<file path="config.mk">
export PLATFORM = sky130hd
export DESIGN_NAME = cmdreg_front
export DESIGN_NICKNAME = d
export VERILOG_FILES = /design/src/rtl/cmdreg_pkg.sv /design/src/rtl/cmdreg_cmd_decode.sv /design/src/rtl/cmdreg_rd_mux.sv /design/src/rtl/cmdreg_front.sv
export SDC_FILE = /design/constraint.sdc
export NUM_CORES = 1
export LEC_CHECK = 0
export ABC_AREA = 1
export BUFFER_PORTS_ARGS = -buffer_cell sky130_fd_sc_hd__buf_4
export CAP_MARGIN = 10
export CELL_PAD_IN_SITES_DETAIL_PLACEMENT = 0
export CELL_PAD_IN_SITES_GLOBAL_PLACEMENT = 1
export CORE_MARGIN = 10
export CORE_UTILIZATION = 37
export DETAILED_ROUTE_END_ITERATION = 8
export PLACE_DENSITY = 0.81
export SETUP_SLACK_MARGIN = 0.02
export SYNTH_ARGS = -nofsm -noshare
export SYNTH_HDL_FRONTEND = slang
export SYNTH_SLANG_ARGS = --single-unit
</file>
<file path="constraint.sdc">
create_clock -name clk -period 2.4 [get_ports clk]
set_input_delay 0 -clock clk [delete_from_list [all_inputs] [get_ports clk]]
set_output_delay 0 -clock clk [all_outputs]
set_load 0.005 [all_outputs]
</file>
<file path="src/rtl/cmdreg_pkg.sv">
package cmdreg_pkg;

    localparam int ADDR_W = 5;
    localparam int BYTE_W = 8;

    localparam logic [ADDR_W-1:0] A_ENABLE = 5'h00;
    localparam logic [ADDR_W-1:0] A_ITIME  = 5'h01;
    localparam logic [ADDR_W-1:0] A_WTIME  = 5'h03;
    localparam logic [ADDR_W-1:0] A_TLO_L  = 5'h04;
    localparam logic [ADDR_W-1:0] A_TLO_H  = 5'h05;
    localparam logic [ADDR_W-1:0] A_THI_L  = 5'h06;
    localparam logic [ADDR_W-1:0] A_THI_H  = 5'h07;
    localparam logic [ADDR_W-1:0] A_PERS   = 5'h0C;
    localparam logic [ADDR_W-1:0] A_CONFIG = 5'h0D;
    localparam logic [ADDR_W-1:0] A_GAIN   = 5'h0F;
    localparam logic [ADDR_W-1:0] A_ID     = 5'h12;
    localparam logic [ADDR_W-1:0] A_STATUS = 5'h13;
    localparam int                CHAN_BASE = 'h14;

    localparam logic [1:0] T_FIXED = 2'b00;
    localparam logic [1:0] T_STEP  = 2'b01;
    localparam logic [1:0] T_SPEC  = 2'b11;
    localparam logic [ADDR_W-1:0] SF_IRQ_CLR = 5'h06;

    typedef struct packed {
        logic              is_cmd;
        logic              load_ptr;
        logic              step;
        logic              clr_irq;
        logic [ADDR_W-1:0] addr;
    } cmd_t;

    typedef struct packed {
        logic [BYTE_W-1:0] enable;
        logic [BYTE_W-1:0] itime;
        logic [BYTE_W-1:0] wtime;
        logic [15:0]       thr_lo;
        logic [15:0]       thr_hi;
        logic [BYTE_W-1:0] pers;
        logic [BYTE_W-1:0] config_r;
        logic [BYTE_W-1:0] gain;
    } cfg_t;

    localparam cfg_t CFG_RST = '{
        enable: 8'h00, itime: 8'hFF, wtime: 8'hFF, thr_lo: 16'h0000,
        thr_hi: 16'h0000, pers: 8'h00, config_r: 8'h00, gain: 8'h00
    };

    function automatic cfg_t cfg_write(cfg_t c, logic [ADDR_W-1:0] a, logic [BYTE_W-1:0] b);
        cfg_t r = c;
        case (a)
            A_ENABLE: r.enable       = b;
            A_ITIME:  r.itime        = b;
            A_WTIME:  r.wtime        = b;
            A_TLO_L:  r.thr_lo[7:0]  = b;
            A_TLO_H:  r.thr_lo[15:8] = b;
            A_THI_L:  r.thr_hi[7:0]  = b;
            A_THI_H:  r.thr_hi[15:8] = b;
            A_PERS:   r.pers         = b;
            A_CONFIG: r.config_r     = b;
            A_GAIN:   r.gain         = b;
            default:  r = c;
        endcase
        return r;
    endfunction

endpackage

</file>
<file path="src/rtl/cmdreg_cmd_decode.sv">
module cmdreg_cmd_decode
    import cmdreg_pkg::*;
(
    input  logic [BYTE_W-1:0] byte_i,
    output cmd_t              cmd_o
);
    logic [1:0] kind;

    always_comb begin
        kind           = byte_i[6:5];
        cmd_o.is_cmd   = byte_i[7];
        cmd_o.addr     = byte_i[ADDR_W-1:0];
        cmd_o.step     = (kind == T_STEP);
        cmd_o.load_ptr = byte_i[7] && ((kind == T_FIXED) || (kind == T_STEP));
        cmd_o.clr_irq  = byte_i[7] && (kind == T_SPEC) && (byte_i[ADDR_W-1:0] == SF_IRQ_CLR);
    end
endmodule

</file>
<file path="src/rtl/cmdreg_rd_mux.sv">
module cmdreg_rd_mux
    import cmdreg_pkg::*;
#(
    parameter logic [7:0] ID_CODE  = 8'h44,
    parameter int         NUM_CHAN = 4
) (
    input  logic [ADDR_W-1:0]               addr_i,
    input  cfg_t                            cfg_i,
    input  logic [BYTE_W-1:0]               status_i,
    input  logic [NUM_CHAN*16-1:0]          chan_i,
    input  logic [NUM_CHAN-1:0][BYTE_W-1:0] shadow_i,
    output logic [BYTE_W-1:0]               byte_o,
    output logic [NUM_CHAN-1:0]             lo_hit_o
);
    logic [NUM_CHAN-1:0]             hi_hit;
    logic [NUM_CHAN-1:0][BYTE_W-1:0] chan_val;
    logic [BYTE_W-1:0]               base_val;

    for (genvar g = 0; g < NUM_CHAN; g++) begin : g_chan
        assign lo_hit_o[g] = (addr_i == ADDR_W'(CHAN_BASE + 2*g));
        assign hi_hit[g]   = (addr_i == ADDR_W'(CHAN_BASE + 2*g + 1));
        assign chan_val[g] = lo_hit_o[g] ? chan_i[16*g +: 8] :
                             hi_hit[g]   ? shadow_i[g]       : 8'h00;
    end

    always_comb begin
        case (addr_i)
            A_ENABLE: base_val = cfg_i.enable;
            A_ITIME:  base_val = cfg_i.itime;
            A_WTIME:  base_val = cfg_i.wtime;
            A_TLO_L:  base_val = cfg_i.thr_lo[7:0];
            A_TLO_H:  base_val = cfg_i.thr_lo[15:8];
            A_THI_L:  base_val = cfg_i.thr_hi[7:0];
            A_THI_H:  base_val = cfg_i.thr_hi[15:8];
            A_PERS:   base_val = cfg_i.pers;
            A_CONFIG: base_val = cfg_i.config_r;
            A_GAIN:   base_val = cfg_i.gain;
            A_ID:     base_val = ID_CODE;
            A_STATUS: base_val = status_i;
            default:  base_val = 8'h00;
        endcase
        byte_o = base_val;
        for (int i = 0; i < NUM_CHAN; i++) begin
            byte_o = byte_o | chan_val[i];
        end
    end
endmodule

</file>
<file path="src/rtl/cmdreg_front.sv">
module cmdreg_front
    import cmdreg_pkg::*;
#(
    parameter logic [7:0] ID_CODE  = 8'h44,
    parameter int         NUM_CHAN = 4
) (
    input  logic                     clk,
    input  logic                     rst_n,
    input  logic                     xfer_start,
    input  logic                     xfer_stop,
    input  logic                     wr_valid,
    input  logic [7:0]               wr_data,
    input  logic                     rd_req,
    output logic [7:0]               rd_data,
    input  logic [7:0]               status_in,
    input  logic [NUM_CHAN*16-1:0]   chan_data,
    output logic                     irq_clear,
    output logic [7:0]               cfg_enable,
    output logic [7:0]               cfg_itime,
    output logic [7:0]               cfg_wtime,
    output logic [15:0]              cfg_thr_low,
    output logic [15:0]              cfg_thr_high,
    output logic [7:0]               cfg_persist,
    output logic [7:0]               cfg_config,
    output logic [7:0]               cfg_gain
);
    typedef struct packed {
        cfg_t                            cfg;
        logic [ADDR_W-1:0]               ptr;
        logic                            step;
        logic                            await_cmd;
        logic [BYTE_W-1:0]               rd_byte;
        logic                            irq_clr;
        logic [NUM_CHAN-1:0][BYTE_W-1:0] shadow;
    } state_t;

    state_t st_d, st_q;
    cmd_t   cmd;
    logic   first_byte;
    logic [BYTE_W-1:0]   mux_byte;
    logic [NUM_CHAN-1:0] lo_hit;

    // signals seen by the bound checker
    logic [ADDR_W-1:0] ptr_q;
    logic              step_q;
    logic              await_q;
    assign ptr_q   = st_q.ptr;
    assign step_q  = st_q.step;
    assign await_q = st_q.await_cmd;

    cmdreg_cmd_decode u_dec (
        .byte_i (wr_data),
        .cmd_o  (cmd)
    );

    cmdreg_rd_mux #(.ID_CODE(ID_CODE), .NUM_CHAN(NUM_CHAN)) u_mux (
        .addr_i   (st_q.ptr),
        .cfg_i    (st_q.cfg),
        .status_i (status_in),
        .chan_i   (chan_data),
        .shadow_i (st_q.shadow),
        .byte_o   (mux_byte),
        .lo_hit_o (lo_hit)
    );

    always_comb begin
        st_d         = st_q;
        st_d.irq_clr = 1'b0;
        first_byte   = st_q.await_cmd | xfer_start | xfer_stop;
        if (xfer_start || xfer_stop) begin
            st_d.await_cmd = 1'b1;
        end
        if (wr_valid) begin
            if (first_byte) begin
                if (cmd.is_cmd) begin
                    st_d.await_cmd = 1'b0;
                    st_d.irq_clr   = cmd.clr_irq;
                    if (cmd.load_ptr) begin
                        st_d.ptr  = cmd.addr;
                        st_d.step = cmd.step;
                    end
                end
            end else begin
                st_d.cfg = cfg_write(st_q.cfg, st_q.ptr, wr_data);
                if (st_q.step) begin
                    st_d.ptr = st_q.ptr + 1'b1;
                end
            end
        end else if (rd_req) begin
            st_d.rd_byte = mux_byte;
            if (st_q.step) begin
                st_d.ptr = st_q.ptr + 1'b1;
            end
            for (int i = 0; i < NUM_CHAN; i++) begin
                if (lo_hit[i]) begin
                    st_d.shadow[i] = chan_data[16*i+8 +: 8];
                end
            end
        end
    end

    always_ff @(posedge clk) begin
        if (!rst_n) begin
            st_q.cfg       <= CFG_RST;
            st_q.ptr       <= '0;
            st_q.step      <= 1'b0;
            st_q.await_cmd <= 1'b1;
            st_q.rd_byte   <= '0;
            st_q.irq_clr   <= 1'b0;
            st_q.shadow    <= '0;
        end else begin
            st_q <= st_d;
        end
    end

    assign rd_data      = st_q.rd_byte;
    assign irq_clear    = st_q.irq_clr;
    assign cfg_enable   = st_q.cfg.enable;
    assign cfg_itime    = st_q.cfg.itime;
    assign cfg_wtime    = st_q.cfg.wtime;
    assign cfg_thr_low  = st_q.cfg.thr_lo;
    assign cfg_thr_high = st_q.cfg.thr_hi;
    assign cfg_persist  = st_q.cfg.pers;
    assign cfg_config   = st_q.cfg.config_r;
    assign cfg_gain     = st_q.cfg.gain;
endmodule

</file>
==> results_dict.tcl <==
set metrics [dict create \
    vdd_drop_max_uv 530 \
    cpMostUsedCell "dlygate4sd3_1" \
    multi_input_area_um2 3080 \
    status "finished clean" \
    crit_arrival_ns 2.57 \
    gp_congestion 0.867 \
    slowest_delay_ns 0.60 \
    setup.worst_path.end_class "flop" \
    h-tree-depth 4 \
    num_rows 49 \
    initial_core_util 0.374 \
    final_util 0.481 \
    crit_chain "dlygate4sd3_1 > buf_4 > inv_1 > nand4_1 > dlygate4sd3_1 > nor4_1 > dlygate4sd3_1" \
    slowest_stage "dlygate4sd3_1" \
    insertion_delay_ns 0.43 \
    fin_skew_ns 0.00913 \
    hp-class "in2reg" \
    drive_gt1_frac 0.215 \
    yosysTopAreaCellShare 0.383 \
    dieWidth_um 155 \
    hold_viol_final 0 \
    io_buffers 174 \
    cts_tree "yes" \
    drc 0 \
    period_share 0.914 \
    final_common_cell "nand2_1" \
    path_clk_slew_ns 0.06 \
    dr.pass1.iters 6 \
    ys_warn_count 0 \
    clock_sinks 128 \
    synth-seq-area-share 0.383 \
    fp.dieH_um 155 \
    yosys-top-cells-area "dfxtp_1 (38%), nand2_1 (11%), buf_4 (11%), nor2_1 (9.9%), o21ai_0 (8.6%)" \
    final_cell_mix "nand2_1 (196), buf_4 (193), nor2_1 (175), dfxtp_1 (128), o21ai_0 (115)" \
    numCtsBuffers 17 \
    synth_area_um2 6700 \
    drt_iter0_drc 581 \
    crit_path_max_fanout 11 \
    fill_cells 1869 \
    ys_ff_latch 128 \
    post_synth.cell_area_avg_um2 6.71 \
    dp_hpwl_um 18500 \
    design_area_um2 8620 \
    grt_pass1_vias 6750 \
    antenna_cells 0 \
    synthCells 999 \
    startpoint_type "input pin" \
    setup_tns_ns 0 \
    max_freq_ghz 0.456 \
    crit_type "in2reg" \
    seq_area_um2 2560 \
    slew_violations 0 \
    max_cap_viol_count 0 \
    place_area_um2 7560 \
    layout_min_cycle_time_ns 2.19 \
    overflow 0 \
    io_pins 175 \
    finalSetupViolCount 0 \
    cts_setup_buffers 0 \
    slew_headroom 0.591 \
    cp_num_buf_inv 5 \
    wl_per_cell_um 18.2 \
    synth_area_leader_cell "dfxtp_1" \
    cts.path.max_buffers 2 \
    grt_setup_unrepaired "false" \
    synth.distinct_cells 22 \
    track_usage 0.202 \
    die-area_um2 23900 \
    grt_first_pass_wirelength_um 38000 \
    core_um2 17900 \
    crit_required_ns 2.77 \
    vias 6900 \
    p_per_area_nw_per_um2 618 \
    area_growth_pct 28.7 \
    syn_nets 1090 \
    routed_wl_um 24800 \
    dp.cells 1289 \
    total_power_w 0.00533 \
    grt_max_degree 64 \
    cts_root_buffer "clkbuf_16" \
    worst_pin_slew_ns 0.614 \
    vias_per_cell 5.05 \
    ant_nets 0 \
    critPathTopFamily "buffers and inverters" \
    final_nets 1216 \
    final_cells 1367 \
    antenna_found_initial 0 \
    power_leakage_nw 4.00 \
]
what timing repair did:
item	in CTS	in global routing
endpoints found under the setup margin	0	6
hold buffers	46	0
resized for setup	0	2
hold endpoints to repair	52	0
area by class of cell:
| class | instances | share of cell area |
|---|---|---|
| flip-flops and latches | 128 | 0.297 |
| multi-input cells | 689 | 0.358 |
| inverters | 50 | 0.0222 |
| repair buffers | 239 | 0.222 |
| clock buffers | 17 | 0.0494 |
| well taps | 229 | 0.0332 |
| clock inverters | 15 | 0.0186 |
per-stage QoR:
step	setup WS (ns)	hold WS [ns]
after floorplan	0.724	0.126
after global placement	0.329	0.228
after detailed placement	0.286	0.243
after CTS	0.214	0.0202
after global routing	0.0473	0.0460
final	0.207	0.0116
cells in the mapped netlist, drive strengths merged:
master,instances
a211oi,1
ha,5
nor2,186
nand3,103
clkbuf,20
nand2,199
a31oi,4
o211ai,8
inv,44
nor4,1
nand4,2
buf,112
xor2,2
o21ai,115
clkinv,6
nor3,1
a21oi,62
dfxtp,128
final timing paths:
check,start,end,slack [ns],cells after the start
worst max-delay path,wr_data[3],irq_clear,0.21,7
worst min-delay path,chan_data[55],rd_data[7],0.01,7
worst max register to register,ptr_q[1],cfg_itime[3],0.28,9
worst min register to register,st_q[1],st_q[1],0.46,2
layer usage:
layer	global-route usage	vias to the layer above	wire length, µm
li1	-	3424	-
met1	0.267	3177	11300
met2	0.315	264	11300
met3	0.0469	35	1670
met4	0.0675	0	528
met5	0	-	0
worst min-delay path: stages:
cell     delay (ns)
buf_4          0.08
nand2_1        0.04
nand3_1        0.07
nor2_1         0.04
nand2_1        0.06
nor2_1         0.04
nor2_1         0.08
registers in the layout (all words and copies together), names as in the netlist:
name,count
st_q,32
cfg_thr_high,16
cfg_thr_low,16
cfg_config,8
cfg_enable,8
cfg_gain,8
cfg_itime,8
cfg_persist,8
cfg_wtime,8
rd_data,8
ptr_q,5
await_q,1
irq_clear,1
step_q,1
logic make-up after synthesis:
group,Yosys count,synth area share
AND/OR/NAND/NOR,492,0.301
flip-flops,128,0.383
buffers and inverters,182,0.158
XOR/XNOR,2,0.00262
adder cells (fa/ha/maj),5,0.00934
AO/OA/AOI/OAI,190,0.146
where the power goes:
group	total (W)	internal [W]	switching (W)	leakage [nW]
Sequential	0.00217	0.00215	0.0000244	1.03
Clock	0.00259	0.00154	0.00106	0.278
Combinational	0.000559	0.000236	0.000323	2.68
No activity file was read; power rests on OpenSTA's default activity.
